[config.mk]
export PLATFORM = sky130hd
export DESIGN_NAME = gpio_bank
export DESIGN_NICKNAME = d
export VERILOG_FILES = /design/src/rtl/gpio_bank_pkg.sv /design/src/rtl/gpio_sync.sv /design/src/rtl/gpio_change.sv /design/src/rtl/gpio_bank.sv
export SDC_FILE = /design/constraint.sdc
export NUM_CORES = 1
export LEC_CHECK = 0
export CAP_MARGIN = 20
export CORE_ASPECT_RATIO = 0.75
export CORE_UTILIZATION = 57
export CTS_BUF_LIST = sky130_fd_sc_hd__clkbuf_16
export CTS_CLUSTER_SIZE = 10
export DETAILED_ROUTE_END_ITERATION = 16
export DONT_BUFFER_PORTS = 1
export MAX_ROUTING_LAYER = met4
export PLACE_DENSITY = 0.75
export SLEW_MARGIN = 10
export SYNTH_ARGS = -nofsm -noshare
export SYNTH_HDL_FRONTEND = slang
export SYNTH_SLANG_ARGS = --single-unit
[constraint.sdc]
create_clock -name clk -period 1.1 [get_ports clk]
set_input_delay 0.055 -clock clk [delete_from_list [all_inputs] [get_ports clk]]
set_output_delay 0.055 -clock clk [all_outputs]
set_load 0.1 [all_outputs]
[src/rtl/gpio_bank_pkg.sv]
package gpio_bank_pkg;
  localparam int BUS_W = 32;

  typedef enum logic [1:0] {
    SEL_DIR  = 2'd0,
    SEL_DATA = 2'd1,
    SEL_EN   = 2'd2,
    SEL_CHG  = 2'd3
  } reg_sel_t;

  localparam int NUM_REGS = 4;

  function automatic logic is_mapped(input logic [31:0] word);
    return word < NUM_REGS;
  endfunction
endpackage

[src/rtl/gpio_sync.sv]
module gpio_sync #(
  parameter int W      = 32,
  parameter int STAGES = 2
) (
  input  logic         clk,
  input  logic         rst,
  input  logic [W-1:0] d,
  output logic [W-1:0] q
);
  logic [STAGES-1:0][W-1:0] st;

  always_ff @(posedge clk) begin
    if (rst) st[0] <= '0;
    else     st[0] <= d;
  end

  generate
    for (genvar s = 1; s < STAGES; s++) begin : g_stage
      always_ff @(posedge clk) begin
        if (rst) st[s] <= '0;
        else     st[s] <= st[s-1];
      end
    end
  endgenerate

  assign q = st[STAGES-1];
endmodule

[src/rtl/gpio_change.sv]
module gpio_change #(
  parameter int W = 32
) (
  input  logic         clk,
  input  logic         rst,
  input  logic [W-1:0] level,
  input  logic [W-1:0] clr,
  output logic [W-1:0] chg
);
  logic [W-1:0] level_d;
  logic [W-1:0] edge_v;
  logic [W-1:0] chg_q;

  assign edge_v = level ^ level_d;

  always_ff @(posedge clk) begin
    if (rst) begin
      level_d <= '0;
      chg_q   <= '0;
    end else begin
      level_d <= level;
      chg_q   <= (chg_q & ~clr) | edge_v;
    end
  end

  assign chg = chg_q;


  edge_sets_chk: assert property (@(posedge clk) disable iff (rst)
    (|edge_v) |=> (($past(edge_v) & ~chg_q) == '0));


  no_spurious_chk: assert property (@(posedge clk) disable iff (rst)
    1'b1 |=> ((chg_q & ~$past(chg_q) & ~$past(edge_v)) == '0));


  sticky_chk: assert property (@(posedge clk) disable iff (rst)
    1'b1 |=> ((($past(chg_q) & ~$past(clr)) & ~chg_q) == '0));
endmodule

[src/rtl/gpio_bank.sv]
module gpio_bank
  import gpio_bank_pkg::*;
#(
  parameter int LINES       = 32,
  parameter int ADDR_W      = 4,
  parameter int SYNC_STAGES = 2
) (
  input  logic              clk,
  input  logic              rst,
  input  logic              bus_sel,
  input  logic              bus_we,
  input  logic [ADDR_W-1:0] bus_addr,
  input  logic [BUS_W-1:0]  bus_wdata,
  output logic [BUS_W-1:0]  bus_rdata,
  input  logic [LINES-1:0]  pin_in,
  output logic [LINES-1:0]  pin_out,
  output logic [LINES-1:0]  pin_oe,
  output logic              irq
);
  logic [LINES-1:0] dir_q, dat_q, en_q;
  logic [LINES-1:0] pin_s, chg, clr;
  logic [BUS_W-1:0] rd_next;
  logic             mapped, wr, rd;
  reg_sel_t         sel;

  assign mapped = is_mapped(32'(bus_addr));
  assign sel    = reg_sel_t'(bus_addr[1:0]);
  assign wr     = bus_sel & bus_we & mapped;
  assign rd     = bus_sel & ~bus_we;

  gpio_sync #(.W(LINES), .STAGES(SYNC_STAGES)) u_sync (
    .clk (clk),
    .rst (rst),
    .d   (pin_in),
    .q   (pin_s)
  );

  assign clr = (wr && sel == SEL_CHG) ? bus_wdata[LINES-1:0] : '0;

  gpio_change #(.W(LINES)) u_change (
    .clk   (clk),
    .rst   (rst),
    .level (pin_s),
    .clr   (clr),
    .chg   (chg)
  );

  always_ff @(posedge clk) begin
    if (rst) begin
      dir_q <= '0;
      dat_q <= '0;
      en_q  <= '0;
    end else if (wr) begin
      case (sel)
        SEL_DIR:  dir_q <= bus_wdata[LINES-1:0];
        SEL_DATA: dat_q <= bus_wdata[LINES-1:0];
        SEL_EN:   en_q  <= bus_wdata[LINES-1:0];
        default:  ;
      endcase
    end
  end

  always_comb begin
    rd_next = '0;
    if (mapped) begin
      case (sel)
        SEL_DIR:  rd_next[LINES-1:0] = dir_q;
        SEL_DATA: rd_next[LINES-1:0] = (dir_q & dat_q) | (~dir_q & pin_s);
        SEL_EN:   rd_next[LINES-1:0] = en_q;
        SEL_CHG:  rd_next[LINES-1:0] = chg;
        default:  rd_next = '0;
      endcase
    end
  end

  always_ff @(posedge clk) begin
    if (rst) begin
      bus_rdata <= '0;
      irq       <= 1'b0;
    end else begin
      if (rd) bus_rdata <= rd_next;
      irq <= |(chg & en_q);
    end
  end

  assign pin_out = dat_q;
  assign pin_oe  = dir_q;


  reset_state_chk: assert property (@(posedge clk)
    $past(rst) |-> (!irq && pin_oe == '0 && pin_out == '0 && bus_rdata == '0));


  irq_rise_chk: assert property (@(posedge clk) disable iff (rst)
    (|(chg & en_q)) |=> irq);


  irq_fall_chk: assert property (@(posedge clk) disable iff (rst)
    !(|(chg & en_q)) |=> !irq);


  oe_hold_chk: assert property (@(posedge clk) disable iff (rst)
    !(wr && sel == SEL_DIR) |=> $stable(pin_oe));


  out_hold_chk: assert property (@(posedge clk) disable iff (rst)
    !(wr && sel == SEL_DATA) |=> $stable(pin_out));

  generate
    if (LINES < BUS_W) begin : g_upper

      upper_zero_chk: assert property (@(posedge clk) disable iff (rst)
        bus_rdata[BUS_W-1:LINES] == '0);
    end
  endgenerate
endmodule

==> flow_summary.html, run 1 <==
<table>
<tr><th>Metric</th><th>Value</th></tr>
<tr><th colspan="2">Status</th></tr>
<tr><td>Result of the run</td><td>complete, but fails checks</td></tr>
<tr><td>Violations in the final reports</td><td>hold timing, setup timing</td></tr>
<tr><th colspan="2">Synthesis</th></tr>
<tr><td>Fraction of synthesized cell area taken by the top area cell type</td><td>slightly below 50%</td></tr>
<tr><td>Parity-gate share of the synthesized area counting xor and xnor cells</td><td>2.68%</td></tr>
<tr><td>Portion of netlist area occupied by mux cells</td><td>under 10%</td></tr>
<tr><td>Synth cell types</td><td>28</td></tr>
<tr><td>Synthesized flop and latch total</td><td>257</td></tr>
<tr><td>Largest area contributor in the synthesized netlist</td><td>dfxtp_1</td></tr>
<tr><td>Post-synthesis area per instance</td><td>~9.4 um2</td></tr>
<tr><td>Share of synthesized cell area in full adder, half adder and majority cells</td><td>0%</td></tr>
<tr><td>Top cells by area, synth</td><td>dfxtp_1, a21oi_1, nor2b_1, o21ai_0, nand4_1</td></tr>
<tr><td>Number of enable flip-flop cells after synthesis</td><td>0</td></tr>
<tr><td>Area fraction in and, or, nand and nor cells after synthesis</td><td>between 15 and 20%</td></tr>
<tr><td>Post-synthesis instance area</td><td>10400 um2</td></tr>
<tr><td>Share of the yosys chip area belonging to registers</td><td>approximately half</td></tr>
<tr><td>Prevailing post-synth register cell</td><td>dfxtp_1</td></tr>
<tr><td>Share of flip-flops with an asynchronous set or reset after synthesis</td><td>0%</td></tr>
<tr><td>Compound-cell area share of the yosys netlist</td><td>between 20% and 30%</td></tr>
<tr><td>Number of instances in the synthesized netlist</td><td>1107</td></tr>
<tr><td>Number of warning messages in the yosys log</td><td>0</td></tr>
<tr><td>Main combinational cell family by area after synthesis</td><td>compound AO/OA/AOI/OAI gates</td></tr>
<tr><td>Synthesized netlist net count</td><td>1179</td></tr>
<tr><th colspan="2">Clock network</th></tr>
<tr><td>Clk pin slew, worst setup/hold paths</td><td>0.06 ns</td></tr>
<tr><td>Max H-tree Level</td><td>1</td></tr>
<tr><td>Number of CTS-inserted buffers</td><td>29</td></tr>
<tr><td>Sinks on the clock net</td><td>257</td></tr>
<tr><td>CTS tree</td><td>done</td></tr>
<tr><td>Clock root buffer</td><td>clkbuf_16</td></tr>
<tr><td>Max clock buf depth</td><td>3</td></tr>
<tr><td>Clock latency reported for the late side of the worst-skew pair</td><td>0.54 ns</td></tr>
<tr><th colspan="2">Critical path</th></tr>
<tr><td>Terminus of the critical flop-to-flop path</td><td>irq</td></tr>
<tr><td>Data arrival time of the critical path</td><td>approximately 1.7 ns</td></tr>
<tr><td>CP max stage delay</td><td>about 0.43 ns</td></tr>
<tr><td>Buf/Inv on CP</td><td>0</td></tr>
<tr><td>Worst r2r path cells</td><td>3</td></tr>
<tr><td>R2r setup slk</td><td>-0.15 ns</td></tr>
<tr><td>Worst-path maximum fanout</td><td>3</td></tr>
<tr><td>Start-to-end type of the worst setup path</td><td>flop to flop</td></tr>
<tr><td>Data required time of the worst path</td><td>1.51 ns</td></tr>
<tr><td>Reg-to-Reg Start</td><td>u_change.chg[13]</td></tr>
<tr><td>Worst path depth</td><td>3</td></tr>
<tr><td>Setup crit start</td><td>u_change.chg[13]</td></tr>
<tr><td>Crit start category</td><td>flop</td></tr>
<tr><td>Worst path top cell family by delay</td><td>compound AO/OA/AOI/OAI gates</td></tr>
<tr><td>CP Cell Sequence</td><td>a22oi_2 -&gt; nand4_1 -&gt; o41a_1</td></tr>
<tr><td>Slowest stage cell on the critical path</td><td>o41a_1</td></tr>
<tr><td>CP Capture Type</td><td>flop</td></tr>
<tr><th colspan="2">GRT</th></tr>
<tr><td>Wire length of the first global-routing pass</td><td>between 50 and 60 mm</td></tr>
<tr><td>Initial antenna violation count</td><td>3</td></tr>
<tr><td>Most used routing layer</td><td>met2</td></tr>
<tr><td>Maximum number of pins on one net before global-route repair</td><td>227</td></tr>
<tr><td>Vias in the first global route</td><td>9663</td></tr>
<tr><td>Met1 track demand over resource in global routing</td><td>45.9%</td></tr>
<tr><td>Overall global routing resource usage</td><td>35.8%</td></tr>
<tr><td>GRT met2 Usage</td><td>56.7%</td></tr>
<tr><td>Total grt overflow</td><td>0</td></tr>
<tr><td>Met3 track demand over resource</td><td>6.59%</td></tr>
<tr><th colspan="2">Pwr</th></tr>
<tr><td>Lkg Pwr</td><td>5.79 nW</td></tr>
<tr><td>Total power per unit cell area</td><td>between 1000 and 1500 nW/um2</td></tr>
<tr><td>Overall power consumption</td><td>19.8 mW</td></tr>
<tr><td>Worst IR drop on VDD</td><td>1.52 mV</td></tr>
<tr><th colspan="2">Timing</th></tr>
<tr><td>Final setup skew</td><td>about 0.016 ns</td></tr>
<tr><td>Transition time of the tightest slew-check pin</td><td>a little under 0.5 ns</td></tr>
<tr><td>Hold slack final</td><td>-0.429 ns</td></tr>
<tr><td>Number of hold violations in the final report</td><td>212</td></tr>
<tr><td>Unrepaired setup endpoints after global routing</td><td>true</td></tr>
<tr><td>Max Transition Viols Final</td><td>0</td></tr>
<tr><td>Minimum setup slack in the final design</td><td>-0.148 ns</td></tr>
<tr><td>Final TNS setup</td><td>-3.48 ns</td></tr>
<tr><td>Max_slew headroom</td><td>67.1%</td></tr>
<tr><td>Highest achievable clock rate</td><td>about 800 MHz</td></tr>
<tr><td>Tcrit/Tclk final</td><td>113%</td></tr>
<tr><td>Final-report setup violation count</td><td>116</td></tr>
<tr><td>Final critical path time including I/O delays and setup</td><td>~1.2 ns</td></tr>
<tr><th colspan="2">Placement</th></tr>
<tr><td>PortBufs</td><td>0</td></tr>
<tr><td>Final weighted congestion in routability-driven placement</td><td>0.807</td></tr>
<tr><td>HPWL after DPL</td><td>between 15 and 20 mm</td></tr>
<tr><th colspan="2">Drt</th></tr>
<tr><td>Final routed wire length divided by cell count</td><td>22.3 um</td></tr>
<tr><td>Number of DRC violations after detailed routing</td><td>0</td></tr>
<tr><td>Initial DRC Count</td><td>1321</td></tr>
<tr><td>Ratio of routed vias to standard cells</td><td>6.28</td></tr>
<tr><td>Count of vias placed by the detailed router</td><td>9934</td></tr>
<tr><td>Remaining antenna violation count after routing</td><td>0</td></tr>
<tr><td>Total detailed-routing wirelength</td><td>roughly 35 mm</td></tr>
<tr><td>First-pass DRT Iterations</td><td>5</td></tr>
<tr><th colspan="2">Finish</th></tr>
<tr><td>Layout net count</td><td>between 1000 and 1500</td></tr>
<tr><td>Core occupancy in the finished layout</td><td>86.5%</td></tr>
<tr><td>Commonest cells after routing, fill and taps aside</td><td>a21oi_1, dfxtp_1, buf_12</td></tr>
<tr><td>Fill count</td><td>871</td></tr>
<tr><td>P&amp;R area growth vs syn</td><td>47.1%</td></tr>
<tr><td>Proportion of layout cells with a drive suffix above 1</td><td>31.4%</td></tr>
<tr><th colspan="2">Floorplan</th></tr>
<tr><td>Width of the die</td><td>158 um</td></tr>
<tr><td>Die Y</td><td>about 120 um</td></tr>
<tr><td>Number of placement rows</td><td>42</td></tr>
<tr><td>Count of pins on the block boundary</td><td>around 170</td></tr>
<tr><td>Die ar.</td><td>~19000 um2</td></tr>
<tr><td>Placeable core region</td><td>between 15000 and 20000 um2</td></tr>
<tr><td>Initial standard-cell utilization of the core</td><td>between 50% and 60%</td></tr>
<tr><th colspan="2">Worst hold path</th></tr>
<tr><td>HP Class</td><td>input pin to flop</td></tr>
<tr><td>Worst Hold End</td><td>pin_out[1]</td></tr>
<tr><td>Instance count along the most critical hold path</td><td>1</td></tr>
<tr><td>Start point of the worst hold path</td><td>rst</td></tr>
<tr><th colspan="2">Job</th></tr>
<tr><td>Max-cap check violation count</td><td>0</td></tr>
</table>
stage by stage:
| stage | instances | worst slack (ns) | area (um2) |
|---|---|---|---|
| after floorplan | 1107 | -0.0390 | 10700 |
| after global placement | 1390 | -0.105 | 11800 |
| after detailed placement | 1390 | -0.120 | 11800 |
| after CTS | 1553 | -0.114 | 14900 |
| after global routing | 1581 | -0.176 | 15400 |
| final | 1581 | -0.148 | 15400 |
worst max-delay path by stage:
| stage | slack, ns | end |
|---|---|---|
| CTS | -0.11 | pin_oe[0] |
| finish | -0.15 | irq |
| global route | -0.18 | irq |
| floorplan | -0.04 | bus_rdata[25] |
| detailed placement | -0.12 | irq |
| global placement | -0.11 | irq |
cells by family after synthesis:
logic type | after synthesis
compound gates | 369
simple gates | 299
flops | 257
buf+inv | 118
xor+xnor | 32
mux | 32
where the power goes:
part,leakage [nW],internal (mW),total [mW],switching (mW)
Combinational,3.14,0.804,1.76,0.955
Sequential,2.17,9.42,9.63,0.209
Clock,0.478,4.71,8.39,3.68
Total,5.79,14.9,19.8,4.85
Yosys cell counts (32+ instances only):
cell type / instances
and3b_1: 32
buf_2: 33
nand2_1: 32
a21oi_1: 160
a32o_1: 32
nor2b_1: 97
mux2i_1: 32
nand4_1: 68
o31ai_1: 48
xnor2_1: 32
o21ai_0: 96
nand3_1: 64
dfxtp_1: 257
clkbuf_1: 55
area by class of cell:
| type | count | area (um2) | area share, % |
|---|---|---|---|
| timing repair buffer | 292 | 3860 | 25.1 |
| clock buffer | 29 | 726 | 4.72 |
| inverter | 3 | 11.3 | 0.0733 |
| tap | 242 | 303 | 1.97 |
| clock inverter | 23 | 92.6 | 0.603 |
| antenna | 3 | 7.51 | 0.0489 |
| multi-input combinational | 732 | 4900 | 31.9 |
| sequential | 257 | 5470 | 35.6 |
sequential cells by signal, summed over array words and instances, names as in the netlist:
signal	cells
u_change.level_d	32
u_sync.st	32
en_q	32
irq	1
u_sync.q	32
pin_oe	32
bus_rdata	32
u_change.chg	32
pin_out	32
metal layers:
| layer | share of wire, % | wire length (um) | up-vias |
|---|---|---|---|
| met4 | 3.4 | 1190 | 0 |
| met2 | 48 | 17100 | 555 |
| met3 | 8.0 | 2830 | 107 |
| met5 | 0 | 0 | - |
| met1 | 40 | 14200 | 4786 |
| li1 | - | - | 4486 |
what timing repair did:
item	in CTS	in global routing
resized for setup	313	95
endpoints found under the hold margin	257	212
buffers inserted	46	16
endpoints found under the setup margin	98	149
hold buffers	65	30
pin swaps	10	48
Note: power is estimated with default switching activity, not from simulation.
==> inputs of run 2 (changes only) <==
--- a/config.mk
+++ b/config.mk
@@ -5,15 +5,15 @@
 export SDC_FILE = /design/constraint.sdc
 export NUM_CORES = 1
 export LEC_CHECK = 0
+export BUFFER_PORTS_ARGS = -buffer_cell sky130_fd_sc_hd__buf_2
 export CAP_MARGIN = 20
 export CORE_ASPECT_RATIO = 0.75
-export CORE_UTILIZATION = 57
+export CORE_UTILIZATION = 51
 export CTS_BUF_LIST = sky130_fd_sc_hd__clkbuf_16
 export CTS_CLUSTER_SIZE = 10
 export DETAILED_ROUTE_END_ITERATION = 16
-export DONT_BUFFER_PORTS = 1
 export MAX_ROUTING_LAYER = met4
-export PLACE_DENSITY = 0.75
+export PLACE_DENSITY = 0.76
 export SLEW_MARGIN = 10
 export SYNTH_ARGS = -nofsm -noshare
 export SYNTH_HDL_FRONTEND = slang
==> run 2 against run 1 <==
Effect of this change:
- the run ends with setup timing left
- sequential share of layout area is 1.9 points lower
- die area rose by 12%
- sequential cell count is the same
- worst hold slack improved by 0.48 ns
- fmax increased by 2.4%
- largest cell class unchanged
- total power increased by 4.1%
- critical path type unchanged
- routed wire length increased by 8.1%
- utilization is 4.0 points lower
==> flow_summary.html, run 2 (synthesis gave the netlist of run 1 again) <==
<table>
<tr><th>Metric</th><th>Value</th></tr>
<tr><th colspan="2">Clock network</th></tr>
<tr><td>CTS tree</td><td>done</td></tr>
<tr><td>Clock root buffer</td><td>clkbuf_16</td></tr>
<tr><td>Max H-tree Level</td><td>1 (unchanged)</td></tr>
<tr><td>Clk pin slew, worst setup/hold paths</td><td>0.06 ns (about the same)</td></tr>
<tr><td>Sinks on the clock net</td><td>257 (unchanged)</td></tr>
<tr><td>Number of CTS-inserted buffers</td><td>29 (unchanged)</td></tr>
<tr><td>Max clock buf depth</td><td>3 (unchanged)</td></tr>
<tr><td>Clock latency reported for the late side of the worst-skew pair</td><td>0.55 ns (about the same)</td></tr>
<tr><th colspan="2">Timing</th></tr>
<tr><td>Final critical path time including I/O delays and setup</td><td>1.22 ns (-0.0298 ns)</td></tr>
<tr><td>Max_slew headroom</td><td>46.3% (-21 points)</td></tr>
<tr><td>Final-report setup violation count</td><td>115 (-0.86%)</td></tr>
<tr><td>Unrepaired setup endpoints after global routing</td><td>true</td></tr>
<tr><td>Tcrit/Tclk final</td><td>111% (-2.7 points)</td></tr>
<tr><td>Final TNS setup</td><td>-3.80 ns (-0.327 ns)</td></tr>
<tr><td>Hold slack final</td><td>0.0489 ns (+0.478 ns)</td></tr>
<tr><td>Transition time of the tightest slew-check pin</td><td>0.805 ns (+0.312 ns)</td></tr>
<tr><td>Number of hold violations in the final report</td><td>0 (-100%)</td></tr>
<tr><td>Minimum setup slack in the final design</td><td>-0.118 ns (+0.0298 ns)</td></tr>
<tr><td>Highest achievable clock rate</td><td>821 MHz (+2.4%)</td></tr>
<tr><td>Final setup skew</td><td>0.0144 ns (-0.00133 ns)</td></tr>
<tr><td>Max Transition Viols Final</td><td>0 (unchanged)</td></tr>
<tr><th colspan="2">Pwr</th></tr>
<tr><td>Part of the total power dissipated in combinational logic</td><td>12.2% (+3.3 points)</td></tr>
<tr><td>Worst IR drop on VDD</td><td>1.09 mV (-29%)</td></tr>
<tr><td>Total power per unit cell area</td><td>1270 nW/um2 (-1.6%)</td></tr>
<tr><td>Reg power frac</td><td>46.8% (-1.9 points)</td></tr>
<tr><td>Internal cell power</td><td>15.2 mW (+1.7%)</td></tr>
<tr><td>Share of total power consumed by net switching</td><td>26.2% (+1.7 points)</td></tr>
<tr><td>Lkg Pwr</td><td>6.34 nW (+9.5%)</td></tr>
<tr><td>Part of the power in the clock network</td><td>41.0% (-1.4 points)</td></tr>
<tr><td>Switching power total</td><td>5.40 mW (+11%)</td></tr>
<tr><th colspan="2">Floorplan</th></tr>
<tr><td>Number of placement rows</td><td>44 (+4.8%)</td></tr>
<tr><td>Width of the die</td><td>167 um (+5.6%)</td></tr>
<tr><td>Die ar.</td><td>21100 um2 (+12%)</td></tr>
<tr><td>Initial standard-cell utilization of the core</td><td>53.0% (-5.8 points)</td></tr>
<tr><td>Count of pins on the block boundary</td><td>169 (unchanged)</td></tr>
<tr><td>Placeable core region</td><td>19700 um2 (+11%)</td></tr>
<tr><td>Die Y</td><td>126 um (+5.6%)</td></tr>
<tr><th colspan="2">Drt</th></tr>
<tr><td>Total detailed-routing wirelength</td><td>38.1 mm (+8.1%)</td></tr>
<tr><td>First-pass DRT Iterations</td><td>10 (+5)</td></tr>
<tr><td>Count of vias placed by the detailed router</td><td>11000 (+10%)</td></tr>
<tr><td>Ratio of routed vias to standard cells</td><td>6.40 (+1.8%)</td></tr>
<tr><td>Number of DRC violations after detailed routing</td><td>0 (unchanged)</td></tr>
<tr><td>Remaining antenna violation count after routing</td><td>0 (unchanged)</td></tr>
<tr><td>Initial DRC Count</td><td>1524 (+15%)</td></tr>
<tr><td>Final routed wire length divided by cell count</td><td>22.2 um (-0.28%)</td></tr>
<tr><th colspan="2">GRT</th></tr>
<tr><td>Maximum number of pins on one net before global-route repair</td><td>57 (-75%)</td></tr>
<tr><td>Vias in the first global route</td><td>10500 (+9.2%)</td></tr>
<tr><td>Initial antenna violation count</td><td>0 (-3)</td></tr>
<tr><td>Total grt overflow</td><td>0 (unchanged)</td></tr>
<tr><td>Overall global routing resource usage</td><td>33.8% (-2.0 points)</td></tr>
<tr><td>Wire length of the first global-routing pass</td><td>55.8 mm (+7.5%)</td></tr>
<tr><th colspan="2">Critical path</th></tr>
<tr><td>CP max stage delay</td><td>0.35 ns (-0.08 ns)</td></tr>
<tr><td>Buf/Inv on CP</td><td>0 (unchanged)</td></tr>
<tr><td>Worst path top cell family by delay</td><td>compound AO/OA/AOI/OAI gates</td></tr>
<tr><td>Data arrival time of the critical path</td><td>1.64 ns (-0.02 ns)</td></tr>
<tr><td>Data required time of the worst path</td><td>1.52 ns (about the same)</td></tr>
<tr><td>Worst r2r path cells</td><td>3 (unchanged)</td></tr>
<tr><td>Start-to-end type of the worst setup path</td><td>flop to flop</td></tr>
<tr><td>Worst path depth</td><td>3 (unchanged)</td></tr>
<tr><td>Slowest stage cell on the critical path</td><td>dfxtp_2</td></tr>
<tr><td>Crit start category</td><td>flop</td></tr>
<tr><td>CP Capture Type</td><td>flop</td></tr>
<tr><td>CP Cell Sequence</td><td>a22oi_2 -&gt; nand4_1 -&gt; o41a_1</td></tr>
<tr><td>Worst-path maximum fanout</td><td>3 (unchanged)</td></tr>
<tr><th colspan="2">Worst hold path</th></tr>
<tr><td>Instance count along the most critical hold path</td><td>4 (+3)</td></tr>
<tr><td>HP Class</td><td>input pin to flop</td></tr>
<tr><th colspan="2">Placement</th></tr>
<tr><td>HPWL after DPL</td><td>20.2 mm (+24%)</td></tr>
<tr><td>Final weighted congestion in routability-driven placement</td><td>0.824 (+2.0%)</td></tr>
<tr><td>PortBufs</td><td>168 (+168)</td></tr>
<tr><th colspan="2">Finish</th></tr>
<tr><td>Layout net count</td><td>1511 (+8.9%)</td></tr>
<tr><td>P&amp;R area growth vs syn</td><td>55.7%</td></tr>
<tr><td>Fill count</td><td>1007 (+16%)</td></tr>
<tr><td>Most common cell after layout, fill and taps aside</td><td>a21oi_1</td></tr>
<tr><td>Number of antenna diodes</td><td>0 (-3)</td></tr>
<tr><td>Commonest cells after routing, fill and taps aside</td><td>a21oi_1, dfxtp_1, buf_4</td></tr>
<tr><td>Proportion of layout cells with a drive suffix above 1</td><td>36.6% (+5.2 points)</td></tr>
<tr><th colspan="2">Status</th></tr>
<tr><td>Violations in the final reports</td><td>setup timing</td></tr>
<tr><td>Result of the run</td><td>complete, but fails checks</td></tr>
<tr><th colspan="2">Job</th></tr>
<tr><td>Max-cap check violation count</td><td>0 (unchanged)</td></tr>
</table>
## run 2: cell count changes in the layout (fill, tap and decap cells not counted), sizes merged
| cell | delta |
|---|---|
| buf | +125 |
| diode | -3 |
| dlygate4sd3 | -2 |
| dlymetal6s4s | +1 |
| inv | +1 |
## run 2: final timing paths
kind	startpoint	to	slack, ns
worst max-delay path	u_change.chg[20]	irq	-0.12
worst min-delay path	bus_addr[0]	pin_out[16]	0.05
worst max register to register	u_change.chg[20]	irq	-0.12
worst min register to register	u_sync.st[12]	u_sync.q[12]	0.44
## run 2: cell type report
type                    instances  area, um2  area share [%]
repair buffers                416       4750            29.2
clock inverters                24       95.1           0.585
clock buffers                  29        726            4.46
multi-input cells             732       4880            30.0
well taps                     253        317            1.95
flip-flops and latches        257       5480            33.7
inverters                       3       11.3          0.0693
## run 2: metrics by stage
step / instances / utilization (%) / power [mW] / area (um2) / setup slack (ns)
floorplan: 1107 / - / 10.9 / 10700 / -0.0390
finish: 1714 / 82.5 / 20.6 / 16300 / -0.118
CTS: 1704 / 81.0 / 20.4 / 16000 / -0.0822
global placement: 1527 / 70.7 / 11.9 / 13900 / -0.174
detailed placement: 1527 / 70.7 / 11.9 / 13900 / -0.205
global route: 1714 / 82.5 / 21.1 / 16300 / -0.136
## run 2: power groups by stage
stage	Clock [mW]	Sequential, mW	Combinational (mW)
after global placement	0	9.82	2.04
final	8.44	9.64	2.52
after global routing	8.86	9.65	2.63
after CTS	8.41	9.63	2.34
after floorplan	0	10.0	0.947
after detailed placement	0	9.84	2.08
## run 2: routing by layer
| metal | GRT usage [%] | up-vias | wire length [um] |
|---|---|---|---|
| li1 | - | 4731 | - |
| met1 | 41.4 | 5226 | 14600 |
| met2 | 54.7 | 819 | 17900 |
| met3 | 7.01 | 186 | 4000 |
| met4 | 13.5 | 0 | 1620 |
| met5 | - | - | 0 |
## run 2: tightest hold or removal path: stages
cell     delay, ns
buf_6         0.14
buf_12        0.18
nand4_1       0.10
a21oi_1       0.05
## run 2: timing repair
item | in CTS | in global routing
gates resized for setup | 27 | 93
setup endpoints to repair | 98 | 147
buffers inserted | 49 | 11
endpoints found under the hold margin | 177 | 2
pin swaps | 10 | 37
hold buffers | 76 | 1
==> inputs of run 3 (changes only) <==
--- a/config.mk
+++ b/config.mk
@@ -8,6 +8,7 @@
 export BUFFER_PORTS_ARGS = -buffer_cell sky130_fd_sc_hd__buf_2
 export CAP_MARGIN = 20
 export CORE_ASPECT_RATIO = 0.75
+export CORE_MARGIN = 4
 export CORE_UTILIZATION = 51
 export CTS_BUF_LIST = sky130_fd_sc_hd__clkbuf_16
 export CTS_CLUSTER_SIZE = 10
@@ -17,4 +18,5 @@
 export SLEW_MARGIN = 10
 export SYNTH_ARGS = -nofsm -noshare
 export SYNTH_HDL_FRONTEND = slang
+export SYNTH_HIERARCHICAL = 1
 export SYNTH_SLANG_ARGS = --single-unit
==> run 3 against run 2 <==
Effect of this change:
- the flow still finishes with violations (setup timing)
- sequential share of layout area down 0.38 points
- combinational power is 2% lower
- clock skew about the same
- design area increased by 1.2%
- clock-buffer cell count is the same
- area after synthesis increased by 6.9%
- routed wire length shrank 8.7%
- critical path type unchanged
- sequential cell count did not move
- worst hold slack improved by 0.014 ns
- via count down 7.6%
- worst setup slack better by 0.013 ns
==> flow_summary.html, run 3 <==
<table>
<tr><th>Metric</th><th>Value</th></tr>
<tr><th colspan="2">Placement</th></tr>
<tr><td>Final weighted congestion in routability-driven placement</td><td>0.861 (+4.6%)</td></tr>
<tr><td>Instance area after placement</td><td>14300 um2 (+2.8%)</td></tr>
<tr><td>HPWL after DPL</td><td>20.9 mm (+3.5%)</td></tr>
<tr><td>PortBufs</td><td>168 (unchanged)</td></tr>
<tr><td>DP Worst Slack</td><td>-0.195 ns (+0.00966 ns)</td></tr>
<tr><td>Cell count after placement</td><td>1549 (+1.4%)</td></tr>
<tr><th colspan="2">GRT</th></tr>
<tr><td>Maximum number of pins on one net before global-route repair</td><td>49 (-14%)</td></tr>
<tr><td>Initial antenna violation count</td><td>0 (unchanged)</td></tr>
<tr><td>Overall global routing resource usage</td><td>27.8% (-6.0 points)</td></tr>
<tr><td>Wire length of the first global-routing pass</td><td>53.3 mm (-4.5%)</td></tr>
<tr><td>Vias in the first global route</td><td>9961 (-5.6%)</td></tr>
<tr><td>Total grt overflow</td><td>0 (unchanged)</td></tr>
<tr><th colspan="2">Pwr</th></tr>
<tr><td>Worst IR drop on VDD</td><td>1.05 mV (-3.5%)</td></tr>
<tr><td>Total power per unit cell area</td><td>1240 nW/um2 (-2.0%)</td></tr>
<tr><td>Lkg Pwr</td><td>6.28 nW (-0.93%)</td></tr>
<tr><th colspan="2">Clock network</th></tr>
<tr><td>Clk pin slew, worst setup/hold paths</td><td>0.06 ns (about the same)</td></tr>
<tr><td>Max clock buf depth</td><td>3 (unchanged)</td></tr>
<tr><td>Clock root buffer</td><td>clkbuf_16</td></tr>
<tr><td>Clock latency reported for the late side of the worst-skew pair</td><td>0.54 ns (about the same)</td></tr>
<tr><td>Number of CTS-inserted buffers</td><td>29 (unchanged)</td></tr>
<tr><td>Sinks on the clock net</td><td>257 (unchanged)</td></tr>
<tr><td>Max H-tree Level</td><td>1 (unchanged)</td></tr>
<tr><td>CTS tree</td><td>done</td></tr>
<tr><th colspan="2">Drt</th></tr>
<tr><td>Total detailed-routing wirelength</td><td>34.8 mm (-8.7%)</td></tr>
<tr><td>First-pass DRT Iterations</td><td>5 (-5)</td></tr>
<tr><td>Ratio of routed vias to standard cells</td><td>5.89 (-7.9%)</td></tr>
<tr><td>Remaining antenna violation count after routing</td><td>0 (unchanged)</td></tr>
<tr><td>Count of vias placed by the detailed router</td><td>10100 (-7.6%)</td></tr>
<tr><td>Initial DRC Count</td><td>1112 (-27%)</td></tr>
<tr><td>Number of DRC violations after detailed routing</td><td>0 (unchanged)</td></tr>
<tr><td>Final routed wire length divided by cell count</td><td>20.2 um (-9.0%)</td></tr>
<tr><th colspan="2">Job</th></tr>
<tr><td>Max-cap check violation count</td><td>0 (unchanged)</td></tr>
<tr><th colspan="2">Floorplan</th></tr>
<tr><td>Die Y</td><td>136 um (+8.1%)</td></tr>
<tr><td>Placeable core region</td><td>21400 um2 (+8.3%)</td></tr>
<tr><td>Width of the die</td><td>179 um (+7.0%)</td></tr>
<tr><td>Number of placement rows</td><td>46 (+4.5%)</td></tr>
<tr><td>Die ar.</td><td>24400 um2 (+16%)</td></tr>
<tr><td>Initial standard-cell utilization of the core</td><td>52.3% (-0.68 points)</td></tr>
<tr><td>Count of pins on the block boundary</td><td>169 (unchanged)</td></tr>
<tr><th colspan="2">Finish</th></tr>
<tr><td>P&amp;R area growth vs syn</td><td>47.4%</td></tr>
<tr><td>Number of antenna diodes</td><td>0 (unchanged)</td></tr>
<tr><td>Layout net count</td><td>1484 (-1.8%)</td></tr>
<tr><td>Fill count</td><td>1270 (+26%)</td></tr>
<tr><td>Area of combinational cells with multiple inputs</td><td>5290 um2 (+8.5%)</td></tr>
<tr><td>Count of non-filler cells in the finished layout</td><td>1719 (+0.29%)</td></tr>
<tr><td>Total area of sequential cells</td><td>5480 um2 (+0.11%)</td></tr>
<tr><td>Commonest cells after routing, fill and taps aside</td><td>dfxtp_1, a21oi_1, buf_12</td></tr>
<tr><td>Final non-filler cell area</td><td>16500 um2 (+1.2%)</td></tr>
<tr><td>Proportion of layout cells with a drive suffix above 1</td><td>42.8% (+6.2 points)</td></tr>
<tr><td>Most common cell after layout, fill and taps aside</td><td>dfxtp_1</td></tr>
<tr><th colspan="2">Synthesis</th></tr>
<tr><td>Post-synthesis instance area</td><td>11200 um2 (+6.9%)</td></tr>
<tr><td>Number of enable flip-flop cells after synthesis</td><td>0 (unchanged)</td></tr>
<tr><td>Share of flip-flops with an asynchronous set or reset after synthesis</td><td>0% (unchanged)</td></tr>
<tr><td>Share of the yosys chip area belonging to registers</td><td>46.1% (-3.2 points)</td></tr>
<tr><td>Post-synthesis area per instance</td><td>9.81 um2 (+3.9%)</td></tr>
<tr><td>Prevailing post-synth register cell</td><td>dfxtp_1</td></tr>
<tr><td>Largest area contributor in the synthesized netlist</td><td>dfxtp_1</td></tr>
<tr><td>Fraction of synthesized cell area taken by the top area cell type</td><td>46.1% (-3.2 points)</td></tr>
<tr><td>Synthesized netlist net count</td><td>1211 (+2.7%)</td></tr>
<tr><td>Top-count cell post-synth</td><td>dfxtp_1</td></tr>
<tr><td>Top cells by area, synth</td><td>dfxtp_1, nor2b_2, o31ai_1, a21oi_1, nand4_1</td></tr>
<tr><td>Synth cell types</td><td>31 (+11%)</td></tr>
<tr><td>Number of warning messages in the yosys log</td><td>6 (+6)</td></tr>
<tr><td>Cell types with the highest counts after synthesis</td><td>dfxtp_1, a21oi_1, nand4_1, o31ai_1, nor2b_2</td></tr>
<tr><td>Synthesized flop and latch total</td><td>257 (unchanged)</td></tr>
<tr><td>Number of instances in the synthesized netlist</td><td>1139 (+2.9%)</td></tr>
<tr><th colspan="2">Critical path</th></tr>
<tr><td>Start-to-end type of the worst setup path</td><td>flop to flop</td></tr>
<tr><td>Setup crit start</td><td>en_q[28]</td></tr>
<tr><td>Buf/Inv on CP</td><td>0 (unchanged)</td></tr>
<tr><td>Data arrival time of the critical path</td><td>1.62 ns (-0.02 ns)</td></tr>
<tr><td>Reg-to-Reg Start</td><td>en_q[28]</td></tr>
<tr><td>CP max stage delay</td><td>0.42 ns (+0.07 ns)</td></tr>
<tr><td>CP Capture Type</td><td>flop</td></tr>
<tr><td>Worst path depth</td><td>3 (unchanged)</td></tr>
<tr><td>Data required time of the worst path</td><td>1.52 ns (about the same)</td></tr>
<tr><td>CP endpoint</td><td>irq</td></tr>
<tr><td>Worst-path maximum fanout</td><td>2 (-1)</td></tr>
<tr><td>Terminus of the critical flop-to-flop path</td><td>irq</td></tr>
<tr><td>CP Cell Sequence</td><td>a22oi_2 -&gt; nand4_1 -&gt; o41a_1</td></tr>
<tr><td>Worst path top cell family by delay</td><td>compound AO/OA/AOI/OAI gates</td></tr>
<tr><td>R2r setup slk</td><td>-0.11 ns (about the same)</td></tr>
<tr><td>Crit start category</td><td>flop</td></tr>
<tr><td>Slowest stage cell on the critical path</td><td>o41a_1</td></tr>
<tr><td>Worst r2r path cells</td><td>3 (unchanged)</td></tr>
<tr><th colspan="2">Status</th></tr>
<tr><td>Violations in the final reports</td><td>setup timing</td></tr>
<tr><td>Result of the run</td><td>complete, but fails checks</td></tr>
<tr><th colspan="2">Timing</th></tr>
<tr><td>Highest achievable clock rate</td><td>830 MHz (+1.1%)</td></tr>
<tr><td>Max_slew headroom</td><td>56.4% (+10 points)</td></tr>
<tr><td>Transition time of the tightest slew-check pin</td><td>0.653 ns (-0.152 ns)</td></tr>
<tr><td>Tcrit/Tclk final</td><td>110% (-1.2 points)</td></tr>
<tr><td>Hold slack final</td><td>0.0628 ns (+0.0139 ns)</td></tr>
<tr><td>Max Transition Viols Final</td><td>0 (unchanged)</td></tr>
<tr><td>Unrepaired setup endpoints after global routing</td><td>true</td></tr>
<tr><td>Number of hold violations in the final report</td><td>0 (unchanged)</td></tr>
<tr><td>Final setup skew</td><td>0.0143 ns (-0.0000803 ns)</td></tr>
<tr><td>Final critical path time including I/O delays and setup</td><td>1.21 ns (-0.0128 ns)</td></tr>
<tr><td>Final-report setup violation count</td><td>103 (-10%)</td></tr>
<tr><td>Minimum setup slack in the final design</td><td>-0.105 ns (+0.0128 ns)</td></tr>
<tr><th colspan="2">Worst hold path</th></tr>
<tr><td>HP Class</td><td>input pin to flop</td></tr>
</table>
run 3: cell types whose count changed in the layout (fill, tap and decap cells not counted), moves of 16 or more:
cell and change:
o31ai_1 +48, nand4_1 +32, nor2b_1 -88, o21ai_0 -63, a21oi_2 +29, a21oi_1 -29, nor2b_2 +88, and2_1 +32
nand3_1 -64, o31ai_2 -16, nand2b_1 +31
run 3: cells by family after synthesis:
| kind of cell | share of synthesized area [%] |
|---|---|
| AO/OA/AOI/OAI | 20.2 |
| XOR/XNOR | 2.51 |
| buffers and inverters | 7.74 |
| flip-flops | 46.1 |
| multiplexers | 2.87 |
| AND/OR/NAND/NOR | 20.6 |
run 3: report_power, final:
group	total [mW]	internal [mW]	switching, mW
clock	8.32	4.68	3.64
sequential	9.64	9.42	0.223
combinational	2.48	1.08	1.40
total	20.4	15.2	5.26
run 3: worst register-to-register path, stage by stage (launching register included):
cell and delay, ns:
dfxtp_2 0.33, a22oi_2 0.21, nand4_1 0.13, o41a_1 0.42
run 3: cell type report:
class / count / area share, %
Clock buffer: 29 / 4.41
Timing Repair Buffer: 390 / 27.4
Inverter: 3 / 0.0912
Clock inverter: 21 / 0.479
Sequential cell: 257 / 33.3
Multi-Input combinational cell: 731 / 32.2
Tap cell: 288 / 2.19
run 3: routing by layer:
layer  vias up  wire length, um  global-route usage (%)
met4         0              851                    7.58
met2       460            16600                    44.8
met1      4927            14800                    36.7
met3        70             2510                    4.17
met5         -                0                       -
li1       4673                -                       -
run 3: how the worst min path moves through the flow:
stage                            from            end  slack (ns)  depth (start not counted)
after floorplan            pin_in[29]  u_sync/st[29]        0.18                          1
after global placement     pin_in[14]  u_sync/st[14]        0.26                          2
after detailed placement    pin_in[1]   u_sync/st[1]        0.27                          2
after CTS                 bus_addr[0]    pin_out[24]        0.04                          4
after global routing      bus_addr[0]    pin_out[23]        0.09                          4
final                     bus_addr[0]    pin_out[24]        0.06                          4
run 3: per-stage QoR:
step / power [mW] / util [%] / setup TNS (ns)
floorplan: 11.1 / - / -1.02
global placement: 11.9 / 67.1 / -10.81
detailed placement: 12.0 / 67.1 / -16.94
CTS: 20.4 / 75.9 / -3.42
global route: 21.1 / 77.1 / -4.69
finish: 20.4 / 77.1 / -2.32
run 3: repair_timing:
item	4_1_cts	5_1_grt
setup endpoints to repair	99	133
hold endpoints to repair	168	28
cloned	0	1
pin swaps	4	38
hold buffers	67	3
gates resized for setup	21	84
setup buffers	47	3
